==> config.mk <==
export PLATFORM = sky130hd
export DESIGN_NAME = ws_gen
export DESIGN_NICKNAME = d
export VERILOG_FILES = /design/src/rtl/ws_pkg.sv /design/src/rtl/ws_cfg_reg.sv /design/src/rtl/ws_cost_table.sv /design/src/rtl/ws_stall_ctr.sv /design/src/rtl/ws_burst_total.sv /design/src/rtl/ws_gen.sv
export SDC_FILE = /design/constraint.sdc
export NUM_CORES = 1
export LEC_CHECK = 0
export ABC_AREA = 1
export BUFFER_PORTS_ARGS = -buffer_cell sky130_fd_sc_hd__buf_2
export CAP_MARGIN = 20
export CORE_UTILIZATION = 55
export DETAILED_ROUTE_END_ITERATION = 6
export PLACE_DENSITY_LB_ADDON = 0.08
export SETUP_SLACK_MARGIN = 0.15
export SLEW_MARGIN = 20
export SYNTH_ARGS = -nofsm -noshare
export SYNTH_HDL_FRONTEND = slang
export SYNTH_SLANG_ARGS = --single-unit
==> constraint.sdc <==
create_clock -name clk -period 5.11 [get_ports clk]
set_input_delay 0.2555 -clock clk [delete_from_list [all_inputs] [get_ports clk]]
set_output_delay 0.2555 -clock clk [all_outputs]
set_load 0.05 [all_outputs]
==> src/rtl/ws_pkg.sv <==
package ws_pkg;

    localparam int REGION_W    = 4;
    localparam int NUM_REGIONS = 1 << REGION_W;
    localparam int CFG_W       = 16;
    localparam int WAIT_W      = 5;
    localparam int WAIT_MAX    = 17;

    // region indices with nonzero cost
    localparam int RG_EXT_RAM = 2;
    localparam int RG_W0_A    = 8;
    localparam int RG_W0_B    = 9;
    localparam int RG_W1_A    = 10;
    localparam int RG_W1_B    = 11;
    localparam int RG_W2_A    = 12;
    localparam int RG_W2_B    = 13;
    localparam int RG_BACKUP  = 14;

    // control word field positions
    localparam int CF_BK_LSB = 0;
    localparam int CF_W0_LSB = 2;
    localparam int CF_W0_SEQ = 4;
    localparam int CF_W1_LSB = 5;
    localparam int CF_W1_SEQ = 7;
    localparam int CF_W2_LSB = 8;
    localparam int CF_W2_SEQ = 10;
    localparam int CF_PF_EN  = 14;

    typedef logic [WAIT_W-1:0] wait_t;

    typedef struct packed {
        wait_t first16;
        wait_t seq16;
        wait_t first32;
        wait_t seq32;
        wait_t pf16;
        wait_t pf32;
    } cost_t;

    typedef enum logic [1:0] {
        AK_FIRST = 2'd0,
        AK_SEQ   = 2'd1,
        AK_PFHIT = 2'd2
    } acc_kind_t;

    function automatic wait_t code_to_wait(input logic [1:0] code);
        case (code)
            2'd0:    return wait_t'(4);
            2'd1:    return wait_t'(3);
            2'd2:    return wait_t'(2);
            default: return wait_t'(8);
        endcase
    endfunction

    function automatic cost_t region_cost(input logic [CFG_W-1:0] cfg, input int idx);
        cost_t c;
        wait_t f;
        wait_t s;
        logic  win;
        logic  live;
        f    = '0;
        s    = '0;
        win  = 1'b0;
        live = 1'b1;
        case (idx)
            RG_EXT_RAM: begin
                f = wait_t'(2);
                s = wait_t'(2);
            end
            RG_W0_A, RG_W0_B: begin
                f   = code_to_wait(cfg[CF_W0_LSB +: 2]);
                s   = cfg[CF_W0_SEQ] ? wait_t'(1) : wait_t'(2);
                win = 1'b1;
            end
            RG_W1_A, RG_W1_B: begin
                f   = code_to_wait(cfg[CF_W1_LSB +: 2]);
                s   = cfg[CF_W1_SEQ] ? wait_t'(1) : wait_t'(4);
                win = 1'b1;
            end
            RG_W2_A, RG_W2_B: begin
                f   = code_to_wait(cfg[CF_W2_LSB +: 2]);
                s   = cfg[CF_W2_SEQ] ? wait_t'(1) : wait_t'(8);
                win = 1'b1;
            end
            RG_BACKUP: begin
                f = code_to_wait(cfg[CF_BK_LSB +: 2]);
                s = f;
            end
            default: live = 1'b0;
        endcase
        c.first16 = f;
        c.seq16   = s;
        c.first32 = live ? wait_t'(f + s + wait_t'(1)) : '0;
        c.seq32   = live ? wait_t'({s, 1'b0} + wait_t'(1)) : '0;
        c.pf16    = (win && cfg[CF_PF_EN]) ? '0 : c.seq16;
        c.pf32    = (win && cfg[CF_PF_EN]) ? '0 : c.seq32;
        return c;
    endfunction

endpackage

==> src/rtl/ws_cfg_reg.sv <==
module ws_cfg_reg
    import ws_pkg::*;
(
    input  logic             clk,
    input  logic             rst,
    input  logic             we,
    input  logic [CFG_W-1:0] wdata,
    output logic [CFG_W-1:0] cfg
);

    always_ff @(posedge clk) begin
        if (rst) begin
            cfg <= '0;
        end else if (we) begin
            cfg <= wdata;
        end
    end

endmodule

==> src/rtl/ws_cost_table.sv <==
module ws_cost_table
    import ws_pkg::*;
(
    input  logic [CFG_W-1:0]    cfg,
    input  logic [REGION_W-1:0] region,
    input  logic                wide,
    input  acc_kind_t           kind,
    output cost_t               sel_cost,
    output wait_t               wait_cycles
);

    cost_t tbl [NUM_REGIONS];

    for (genvar g = 0; g < NUM_REGIONS; g++) begin : g_rgn
        assign tbl[g] = region_cost(cfg, g);
    end

    assign sel_cost = tbl[region];

    always_comb begin
        case (kind)
            AK_SEQ:   wait_cycles = wide ? sel_cost.seq32 : sel_cost.seq16;
            AK_PFHIT: wait_cycles = wide ? sel_cost.pf32  : sel_cost.pf16;
            default:  wait_cycles = wide ? sel_cost.first32 : sel_cost.first16;
        endcase
    end

endmodule

==> src/rtl/ws_stall_ctr.sv <==
module ws_stall_ctr
    import ws_pkg::*;
(
    input  logic  clk,
    input  logic  rst,
    input  logic  req_valid,
    input  wait_t wait_in,
    output logic  busy,
    output logic  done
);

    wait_t remain;

    always_ff @(posedge clk) begin
        if (rst) begin
            busy   <= 1'b0;
            remain <= '0;
        end else if (!busy) begin
            if (req_valid) begin
                busy   <= 1'b1;
                remain <= wait_in;
            end
        end else if (remain == '0) begin
            busy <= 1'b0;
        end else begin
            remain <= remain - wait_t'(1);
        end
    end

    assign done = busy && (remain == '0);

endmodule

==> src/rtl/ws_burst_total.sv <==
module ws_burst_total
    import ws_pkg::*;
#(
    parameter int LEN_W  = 5,
    parameter int COST_W = 10
) (
    input  wait_t             first32,
    input  wait_t             seq32,
    input  logic [LEN_W-1:0]  len,
    output logic [COST_W-1:0] total
);

    logic [COST_W-1:0] head;
    logic [COST_W-1:0] beat;
    logic [COST_W-1:0] rest;

    always_comb begin
        head  = COST_W'(first32) + COST_W'(1);
        beat  = COST_W'(seq32) + COST_W'(1);
        rest  = COST_W'(len) - COST_W'(1);
        total = (len == '0) ? '0 : head + rest * beat;
    end

endmodule

==> src/rtl/ws_gen.sv <==
module ws_gen
    import ws_pkg::*;
#(
    parameter  int LEN_W    = 5,
    localparam int MAX_COST = (1 + WAIT_MAX) * ((1 << LEN_W) - 1),
    localparam int COST_W   = $clog2(MAX_COST + 1)
) (
    input  logic                clk,
    input  logic                rst,
    input  logic                cfg_we,
    input  logic [CFG_W-1:0]    cfg_wdata,
    input  logic                req_valid,
    input  logic [REGION_W-1:0] req_region,
    input  logic                req_wide,
    input  logic                req_seq,
    input  logic                req_pf,
    input  logic [LEN_W-1:0]    req_len,
    output logic                busy,
    output logic                done,
    output logic [COST_W-1:0]   burst_cost
);

    logic [CFG_W-1:0] cfg_q;
    acc_kind_t        kind;
    cost_t            rgn_cost;
    wait_t            acc_wait;

    assign kind = req_pf ? AK_PFHIT : (req_seq ? AK_SEQ : AK_FIRST);

    ws_cfg_reg u_cfg (
        .clk   (clk),
        .rst   (rst),
        .we    (cfg_we),
        .wdata (cfg_wdata),
        .cfg   (cfg_q)
    );

    ws_cost_table u_tbl (
        .cfg         (cfg_q),
        .region      (req_region),
        .wide        (req_wide),
        .kind        (kind),
        .sel_cost    (rgn_cost),
        .wait_cycles (acc_wait)
    );

    ws_stall_ctr u_stall (
        .clk       (clk),
        .rst       (rst),
        .req_valid (req_valid),
        .wait_in   (acc_wait),
        .busy      (busy),
        .done      (done)
    );

    ws_burst_total #(.LEN_W(LEN_W), .COST_W(COST_W)) u_burst (
        .first32 (rgn_cost.first32),
        .seq32   (rgn_cost.seq32),
        .len     (req_len),
        .total   (burst_cost)
    );

endmodule

-- Word level (Yosys, flattened, before mapping)
Index checks and enable logic that the tools add are counted.
- add/subtract/negate cells: 17
- multipliers: 1
- magnitude comparators: 1
- equal/unequal tests: 11
- mux-type cells: 29
- bitwise gates (word level): 1
- reduce and logical (&&, ||, !) cells: 9
- operator list (kind ; number):
    $bmux W30 S4 ; 1
    $mux W30 ; 2
    $pmux W4 S3 ; 4
    $mux W5 ; 9
    $add A5 B1 Y5 const B ; 8
    $add A5 B5 Y5 ; 3
    $add A5 B1 Y6 const B ; 2
    $add A10 B10 Y10 ; 1
    $eq A2 B1 Y1 const B ; 5
    $eq A2 B2 Y1 const B ; 5
    $logic_not A5 Y1 ; 2
    $mul A10 B10 Y10 ; 1
    $mux W10 ; 1
    $pmux W5 S2 ; 1
    $logic_not A2 Y1 ; 4
    $mux W4 ; 2
    $mux W2 ; 3
    $mux W3 ; 2
    $sub A5 B1 Y6 const B ; 1
    $add A5 B4 Y5 ; 1
    $ge A5 B5 Y1 const B ; 1
    $not A4 Y5 ; 1
    $sub A5 B1 Y5 const B ; 1
    $mux W1 ; 4
    other kinds (4) ; 4
- register bits: 21
- input bits: 32
- output and inout port bits: 12
- word-level logic and storage cells: 72

-- Depth between registers and ports, before layout
Gate-level depths: netlist of run 1.
- depth after elaboration: 11
- mapped depth: 32
- depth with buffers taken out: 32

-- By module
From an unflattened synthesis of run 1, not the netlist that was laid out.
- cell total of the unflattened synthesis: 631
- area total of the unflattened synthesis: 4010.1 um^2
- by module, submodules not included (module ; instances ; cells an instance ; area each (um^2) ; sequential area each (um^2)):
    ws_burst_total ; 1 ; 230 ; 1591.5 ; 0.0
    ws_cost_table ; 1 ; 244 ; 1356.3 ; 0.0
    ws_cfg_reg ; 1 ; 101 ; 670.6 ; 320.3
    ws_stall_ctr ; 1 ; 54 ; 381.6 ; 120.1
    ws_gen ; 1 ; 2 ; 10.0 ; 0.0

-- Worst setup path after synthesis of run 1
Ideal clock, no wire load.
- path kind: reg-to-output
- start: reg u_cfg.cfg[1]
- end: out burst_cost[8]
- arrival time: 5313 ps
- data required time: 4854 ps
- path slack: -459 ps
- cell stages (with the launch flop): 27
- buffers on the path: 0
- cells stage by stage: dfxtp_1 -> inv_1 -> ha_1 -> nand2_1 -> nand2_1 -> nand2_1 -> nand2_2 -> nand2_4 -> inv_2 -> ha_1 -> or2_2 -> nand2_1 -> nor2_1 -> fa_1 -> inv_1 -> fa_1 -> inv_1 -> fa_1 -> inv_1 -> fa_1 -> inv_1 -> ha_1 -> a21oi_1 -> nor2_1 -> o21ai_0 -> a21oi_1 -> nor2_1
- cells in the longest elaborated chain, start to end: 10
- elaborated cells on any way between the ends: 15
- classes of those cells: add/sub: 6; mul: 1; eq/ne: 2; mux: 5; reduce/logical: 1
- ends and longest elaborated chain (item ; RTL line ; source):
    from (decl) ; ws_cfg_reg.sv:8 ; output logic [CFG_W-1:0] cfg
    from (signal assigned) ; ws_cfg_reg.sv:15 ; cfg <= wdata;
    $eq A2 B2 Y1, or another cell as far along ; ws_pkg.sv:47 ; case (code)
    $pmux W4 S3 (*) ; ws_pkg.sv:47 ;
    $add A5 B1 Y5 / $add A5 B5 Y5 (equally long branches) ; ws_pkg.sv:94, ws_pkg.sv:93 ;
    $bmux W30 S4 (*) ; ws_cost_table.sv:18 ; assign sel_cost = tbl[region];
    $mux W30 (not written as such) (*) (2 in series) ; ws_cost_table.sv:18 ;
    $add A5 B1 Y6 / $mux W30 (equally long branches) ; ws_burst_total.sv:19, ws_cost_table.sv:18 ;
    $mul A10 B10 Y10 / $add A5 B1 Y6 (equally long branches) ; ws_burst_total.sv:21, ws_burst_total.sv:18 ;
    $add A10 B10 Y10 (*) ; ws_burst_total.sv:21 ; total = (len == '0) ? '0 : head + rest * beat;
    $mux W10 (*) ; ws_burst_total.sv:21 ;
    to (decl) ; ws_gen.sv:20 ; output logic [COST_W-1:0] burst_cost
Every way passes the cells marked *; elsewhere a longest branch is shown, timed or not. The select of a mux whose other input is x is not followed.

-- Final worst setup path of run 1
- start: reg u_cfg.cfg[1]
- end: out burst_cost[7]
Same word-level chain as after synthesis.

==> flow_summary.toml, run 1 <==
[run_status]
status = "finished with violations"
violations = "setup timing"

[global_route]
grt_max_degree = 25
grt_usage = 0.290
grt_pass1_wl_um = 15200
antenna_found_initial = 0
grt_pass1_vias = 3609
overflow = 0

[cts]
cts_sinks = 18
root_buffer = "clkbuf_8"
clk_latency_ns = 0.25
clk_pin_slew_ns = 0.06
numCtsBuffers = 3
cts.path.max_buffers = 2
tritoncts = "yes"
postCtsHoldBufs = 0
cts_max_level = 1

[cells_and_area]
fin_cells = 728
nets = 757
insertedDiodeCount = 0
syn_to_final_growth_pct = 35.9
drive_gt1_frac = 0.343
fill_cells = 428

[sta]
fin_setup_tns_ns = -1.54
tightest_slew_ns = 0.609
setup_viol_count_final = 5
rsz0062_at_grt = "yes"
final.setup.worst_slack_ns = -0.392
fin_crit_sh = 1.08
fmax_mhz = 182
hold_viol_final = 0
finClkSkew_ns = 0.00192
period_needed_ns = 5.50
slew_headroom = 0.591
drv_slew = 0
hold_ws_ns = 0.228

[detailed_routing]
wl_met2_um = 5650
drtIter0Drc = 173
drc = 0
wl_per_cell_um = 14.3
route.vias.total = 3866
final_antenna_net_count = 0
maxUsedRoutingLayer = "met4"
drtPass1Iterations = 5
routed_via_density = 5.31
wl_met3_um = 378
routed_wl_um = 10400
wl_met1_um = 4090

[setup_path]
end_kind = "output pin"
cpPeakStageDelay_ns = 0.54
crit_slowest_cell = "fa_1"
cp_max_fo = 4
cp.required_ns = 4.85
crit_arrival_ns = 5.25
path_class = "reg -> out"
startpoint_type = "flip-flop"

[yosys]
synth-warning-count = 0
avgSynthCellArea_um2 = 6.54
syn_inst = 543
ys_ff_latch = 18
synth_nets = 645
synth_cell_types = 37
syn_area_um2 = 3550
yosysSeqAreaShare = 0.101

[floorplan]
rows = 28
floorplan.initialDensity = 0.586
die_x_um = 82.4
fp.dieH_um = 82.4
dieArea_um2 = 6780
io_pins = 44
core-area_um2 = 6060

[place]
dp_hpwl_um = 7610
dp_slack_ns = -0.275
place_inst = 710
routabilityCongestion = 0.952
place.port_buffers = 39

[pwr]
ir_drop_uv = 761
p_leak_nw = 2.44
p_per_area_nw_per_um2 = 272

[worst_hold_path]
hp-class = "in -> reg"

[run]
cap_violations = 0
## repair_timing
action | 4_1_cts | 5_1_grt
endpoints found under the setup margin | 5 | 6
setup buffers | 10 | 5
pin swaps | 31 | 35
resized for setup | 33 | 55
## registers in the layout (all words and copies together), names as in the netlist
name and cells:
u_stall.remain 5, u_stall.busy 1, u_cfg.cfg 12
## metal layers
layer,track usage,vias up
li1,-,1945
met5,0,-
met2,0.584,112
met1,0.316,1786
met4,0.100,0
met3,0.0110,23
## worst max-delay path: cells and delay by family (launching register included)
family | cells | cell delay (ns)
fa+ha+maj | 7 | 2.58
buf+inv | 10 | 0.74
flops | 1 | 0.35
compound gates | 2 | 0.20
simple gates | 12 | 1.12
## power breakdown
group / total [mW] / internal [mW] / switching [mW]
clock: 0.0950 / 0.0523 / 0.0426
combinational: 1.05 / 0.416 / 0.632
sequential: 0.169 / 0.154 / 0.0147
## cells by family after synthesis
kind of cell    share of synthesized area
buf+inv                             0.138
compound gates                      0.151
fa+ha+maj                           0.299
xor+xnor                           0.0222
simple gates                        0.288
flops                               0.101
## worst paths after layout
path              slack, ns  depth (start not counted)                end         startpoint
setup reg to reg       2.78                         16  u_stall.remain[2]       u_cfg.cfg[3]
hold / removal         0.23                          2  u_stall.remain[0]                rst
hold reg to reg        0.51                          2  u_stall.remain[2]  u_stall.remain[2]
setup / recovery      -0.39                         31      burst_cost[7]       u_cfg.cfg[1]
## per-stage QoR
| stage | area [um^2] | power [mW] | utilization |
|---|---|---|---|
| after floorplan | 3640 | 0.776 | - |
| after global placement | 4350 | 0.987 | 0.717 |
| after detailed placement | 4350 | 1.01 | 0.717 |
| after CTS | 4590 | 1.18 | 0.757 |
| after global routing | 4830 | 1.41 | 0.797 |
| final | 4830 | 1.31 | 0.797 |
## cell usage after synthesis (all sizes together)
master   number  area share
a21oi        45       0.067
a31oi         3      0.0053
buf           6       0.014
clkbuf        6      0.0063
clkinv        1      0.0011
dfxtp        18        0.10
fa           25        0.14
ha           45        0.16
inv         108        0.12
nand2       123        0.14
nand3        33       0.056
nand3b        3      0.0063
nand4         8       0.016
nor2         51       0.056
nor3          5      0.0070
o2111ai       1      0.0025
o21a          1      0.0021
o21ai        42       0.062
o22ai         1      0.0018
o2bb2ai       1      0.0025
o31ai         4      0.0085
or2           4      0.0070
xnor2         3      0.0074
xor2          6       0.015
## cells in the final DEF (no fill, tap or decap), types with 13 or more instances in the layout
cell      n
nand2_2  22
fa_1     24
nand2_1  96
o21ai_0  36
buf_4    80
dfxtp_1  16
nand3_1  25
nor2_1   36
inv_1    90
inv_2    13
buf_2    33
a21oi_1  35
ha_1     34
## final cells by class
cell class / count / area (um^2) / area share
multi-input cells: 404 / 3060 / 0.634
repair buffers: 119 / 841 / 0.174
inverters: 109 / 427 / 0.0884
flip-flops and latches: 18 / 365 / 0.0757
well taps: 75 / 93.8 / 0.0194
clock buffers: 3 / 41.3 / 0.00855
No activity file was read; power rests on OpenSTA's default activity.
==> inputs of run 2 (changes only) <==
ABC_AREA = default   (was 1)
CORE_UTILIZATION = 40   (was 55)
==> flow_summary.toml, run 2 <==
[run_status]
status = "finished with violations"
violations = "setup timing"

[floorplan]
dieArea_um2 = 9040
rows = 33
floorplan.initialDensity = 0.418
die_x_um = 95.1
core-area_um2 = 8300
io_pins = 44
fp.dieH_um = 95.1

[yosys]
syn_inst = 430
netlist.area_leader.share = 0.162
synth-edff-count = 0
ys_ff_latch = 18
syn_area_um2 = 3470
synthTopCellsByArea = "ha_1 16%, fa_1 14%, dfxtp_1 10%, inv_1 7.0%, nor2_1 6.0%"
yosysMostFrequentCell = "inv_1"
synth-xor-area-share = 0.0682
synth-compound-area-share = 0.151
synth.area.mux_share = 0.0931
yosysTopAreaCell = "ha_1"
synth_cell_types = 55
yosysSeqAreaShare = 0.104
synthAdderAreaFrac = 0.307
synth-warning-count = 0
synth_top_family_by_area = "adder cells"
synthArstFlopShare = 0
synthSimpleGateAreaFrac = 0.181
synth_nets = 532
synth_flop_cell = "dfxtp_1"
avgSynthCellArea_um2 = 8.06
synth_common_cells = "65 x inv_1, 55 x nor2_1, 45 x ha_1, 25 x fa_1, 22 x o21ai_0"

[setup_path]
cp_max_fo = 4
startpoint_type = "flip-flop"
cp.required_ns = 4.85
timing.rr.start = "u_cfg.cfg[3]"
end_kind = "output pin"
crit_arrival_ns = 5.63
r2r_slack_ns = 2.26
crit_path_start = "u_cfg.cfg[1]"
path_class = "reg -> out"

[cts]
clk_pin_slew_ns = 0.07
clk_latency_ns = 0.26
tritoncts = "yes"
root_buffer = "clkbuf_8"
numCtsBuffers = 3
cts.path.max_buffers = 2
cts_sinks = 18
postCtsHoldBufs = 0
cts_max_level = 1

[pwr]
power.share.combinational = 0.765
swShare = 0.462
seq_power_share = 0.138
p_per_area_nw_per_um2 = 253
p_sw_uw = 558
p_leak_nw = 2.28
p_int_uw = 649
ir_drop_uv = 283
power_mw = 1.21
p_clk_frac = 0.097

[global_route]
grt_pass1_vias = 3335
overflow = 0
grt_max_degree = 19
grt_pass1_wl_um = 15400
grt_usage = 0.216
antenna_found_initial = 0

[sta]
tightest_slew_ns = 0.612
fin_crit_sh = 1.15
final.setup.worst_slack_ns = -0.780
slew_headroom = 0.589
setup_viol_count_final = 5
drv_slew = 0
fmax_mhz = 170
finClkSkew_ns = 0.00751
period_needed_ns = 5.89
rsz0062_at_grt = "yes"
hold_ws_ns = 0.227
hold_viol_final = 0

[cells_and_area]
top_register = "u_cfg.cfg"
largest_reg_flops = 12
insertedDiodeCount = 0
nets = 642
mostFrequentLayoutCell = "buf_4"
fill_cells = 769
final_cell_mix = "72 x buf_4, 61 x inv_1, 48 x nor2_1, 39 x ha_1, 32 x buf_2"
drive_gt1_frac = 0.328
top_regs = "u_cfg.cfg x12, u_stall.remain x5, u_stall.busy x1"
syn_to_final_growth_pct = 37.5

[detailed_routing]
wl_met1_um = 3880
routed_wl_um = 9060
drtPass1Iterations = 4
drc = 0
route.vias.total = 3276
maxUsedRoutingLayer = "met4"
wl_met3_um = 207
drtIter0Drc = 84
wl_met2_um = 4680
final_antenna_net_count = 0
wl_per_cell_um = 14.1
routed_via_density = 5.09

[worst_hold_path]
hp-class = "in -> reg"
min_from = "cfg_wdata[10]"

[place]
routabilityCongestion = 0.877
dp_hpwl_um = 7610
place.port_buffers = 39

[run]
cap_violations = 0
run 2: worst max-delay path: stages, from the launching register on:
cell     delay, ns
dfxtp_2       0.34
inv_2         0.05
ha_4          0.14
nor2b_4       0.11
mux4_2        0.49
and2_4        0.17
ha_4          0.15
a31o_1        0.21
and2_4        0.15
or2_4         0.23
fa_1          0.49
fa_1          0.49
inv_1         0.05
fa_1          0.47
inv_1         0.05
fa_1          0.48
inv_2         0.05
ha_4          0.15
and2_4        0.13
a311o_1       0.29
a21o_1        0.17
a21oi_2       0.17
xnor2_2       0.09
nor2_4        0.12
buf_8         0.15
run 2: final cells by class:
class	instances	area [um^2]	share of cell area
clock buffers	4	55.1	0.0115
inverters	66	248	0.0520
multi-input cells	331	3070	0.644
flip-flops and latches	18	362	0.0759
well taps	105	131	0.0276
repair buffers	120	900	0.189
run 2: power by group through the flow:
stage          Combinational, mW  Clock, mW  Sequential (mW)
2_1_floorplan              0.526          0            0.169
5_1_grt                     1.00      0.125            0.169
3_5_place_dp               0.738          0            0.170
3_3_place_gp               0.727          0            0.170
6_report                   0.924      0.117            0.167
4_1_cts                    0.897      0.121            0.166
run 2: worst paths after layout:
check / end / cells after the start
min: u_cfg.cfg[10] / 3
max reg2reg: u_stall.remain[2] / 14
max: burst_cost[9] / 24
min reg2reg: u_stall.remain[4] / 2
run 2: through the flow:
step	TNS (ns)	cell area [um^2]	util	instances	setup WS (ns)
CTS	-3.29	4680	0.564	641	-0.801
global placement	-1.85	4370	0.526	630	-0.583
finish	-3.42	4770	0.574	644	-0.780
floorplan	-0.995	3590	-	430	-0.522
detailed placement	-2.09	4370	0.526	630	-0.654
global route	-4.44	4770	0.574	644	-0.990
run 2: repair_timing:
action / in CTS / in global routing
buffers inserted: 7 / 3
resized for setup: 39 / 13
pin swaps: 16 / 8
endpoints found under the setup margin: 7 / 7
run 2: metal layers:
| metal | vias up | track usage |
|---|---|---|
| met5 | - | 0 |
| met4 | 0 | 0.0896 |
| met3 | 19 | 0.0112 |
| met2 | 75 | 0.399 |
| met1 | 1521 | 0.257 |
| li1 | 1661 | - |
run 2: cell families after synthesis:
group,after synthesis
adders and majority gates,70
xor gates and xnor gates,27
DFF,18
muxes,26
and+or+nand+nor,126
AOI/OAI and AO/OA,82
buffers and inverters,81
==> inputs of run 3 (changes only) <==
BUFFER_PORTS_ARGS = -buffer_cell sky130_fd_sc_hd__buf_4   (was -buffer_cell sky130_fd_sc_hd__buf_2)
==> flow_summary.toml, run 3 (same netlist as run 2, synthesis figures left out) <==
[run_status]
status = "finished with violations"
violations = "setup timing"

[cells_and_area]
mostFrequentLayoutCell = "buf_4"
fill_cells = 794
top_register = "u_cfg.cfg"
insertedDiodeCount = 0
nets = 640
largest_reg_flops = 12
regArea_um2 = 362
final_cell_mix = "107 x buf_4, 63 x inv_1, 48 x nor2_1, 39 x ha_1, 25 x fa_1"
drive_gt1_frac = 0.315
design_area_um2 = 4760
top_regs = "u_cfg.cfg x12, u_stall.remain x5, u_stall.busy x1"
multi_input_area_um2 = 3030
syn_to_final_growth_pct = 37.3
final_util = 0.573

[global_route]
grt_pass1_vias = 3354
antenna_found_initial = 0
grt_usage = 0.213
grt_max_degree = 19
grt_pass1_wl_um = 15100
overflow = 0

[detailed_routing]
drc = 0
final_antenna_net_count = 0
routed_wl_um = 8920
drtIter0Drc = 114
route.vias.total = 3279
drtPass1Iterations = 4
wl_per_cell_um = 13.9
routed_via_density = 5.12

[sta]
setup_viol_count_final = 5
fmax_mhz = 170
tightest_slew_ns = 0.597
period_needed_ns = 5.88
drv_slew = 0
fin_crit_sh = 1.15
hold_ws_ns = 0.239
slew_headroom = 0.599
rsz0062_at_grt = "yes"
finClkSkew_ns = 0.00321
hold_viol_final = 0
final.setup.worst_slack_ns = -0.769

[cts]
root_buffer = "clkbuf_8"
cts.path.max_buffers = 2
tritoncts = "yes"
clk_pin_slew_ns = 0.07
cts_sinks = 18
postCtsHoldBufs = 0
cts_max_level = 1
numCtsBuffers = 3
clk_latency_ns = 0.25

[setup_path]
cp.required_ns = 4.85
path_class = "reg -> out"
cpPeakStageDelay_ns = 0.50
cp_max_fo = 4
crit_slowest_cell = "fa_1"
path_delay_family = "adder cells"
startpoint_type = "flip-flop"
crit_arrival_ns = 5.62
path_cells = "inv_2, ha_4, nor2b_4, mux4_2, and2_4, ha_4, a31o_1, and2_4, or2_4, fa_1, fa_1, inv_1, fa_1, inv_1, fa_1, inv_2, ha_4, and2_4, a311o_1, a21o_1, a21oi_2, xnor2_2, nor2_4, buf_8"
end_kind = "output pin"
crit_buf_inv = 5
path_common_cell = "fa_1"

[floorplan]
io_pins = 44
core-area_um2 = 8300
die_x_um = 95.1
rows = 33
floorplan.initialDensity = 0.418
fp.dieH_um = 95.1
dieArea_um2 = 9040

[pwr]
p_per_area_nw_per_um2 = 241
p_leak_nw = 2.27
ir_drop_uv = 220

[place]
place_area_um2 = 4480
routabilityCongestion = 0.872
place.port_buffers = 39
dp_slack_ns = -0.622
dp_hpwl_um = 7710

[run]
cap_violations = 0

[worst_hold_path]
hp-class = "in -> reg"
[run 3: cell count changes in the layout (fill, tap and decap cells not counted), moves of 3 or more]
cell	change
buf_2	-32
buf_6	-4
buf_4	+35
xnor2_1	+3
[run 3: worst min-delay path: stages]
cell and delay, ns:
buf_4 0.07, mux2i_1 0.05, nor2_1 0.07
[run 3: worst paths after layout]
path,startpoint,end,slack [ns],cells after the start
setup / recovery,u_cfg.cfg[1],burst_cost[9],-0.77,24
hold / removal,cfg_wdata[8],u_cfg.cfg[8],0.24,3
setup reg to reg,u_cfg.cfg[3],u_stall.remain[2],2.24,14
hold reg to reg,u_stall.remain[4],u_stall.remain[4],0.48,2
[run 3: metal layers]
metal,track usage,vias to the layer above,share of wire
met5,0,-,0
met4,0.101,0,0.039
met3,0.0104,20,0.021
met2,0.399,65,0.51
met1,0.245,1535,0.43
li1,-,1659,-
[run 3: layout make-up]
| type | count | share of cell area |
|---|---|---|
| Multi-Input combinational cell | 331 | 0.637 |
| Inverter | 66 | 0.0521 |
| Clock buffer | 3 | 0.00868 |
| Sequential cell | 18 | 0.0760 |
| Timing Repair Buffer | 118 | 0.199 |
| Tap cell | 105 | 0.0276 |
[run 3: report_power, final]
group	internal, mW	switching (mW)	leakage [nW]
clock	0.0523	0.0443	0.0216
combinational	0.405	0.480	2.10
sequential	0.153	0.0144	0.149
[run 3: per-stage QoR]
| step | TNS [ns] | instances | power [mW] |
|---|---|---|---|
| 6_report | -2.86 | 641 | 1.15 |
| 4_1_cts | -2.93 | 639 | 1.14 |
| 3_5_place_dp | -2.06 | 630 | 0.944 |
| 3_3_place_gp | -1.68 | 630 | 0.933 |
| 2_1_floorplan | -0.995 | 430 | 0.695 |
| 5_1_grt | -3.94 | 641 | 1.24 |
[run 3: what timing repair did]
action / in CTS / in global routing
setup endpoints to repair: 7 / 7
endpoints found under the hold margin: 0 / 0
gates resized for setup: 25 / 5
setup buffers: 6 / 2
pin swaps: 9 / 3
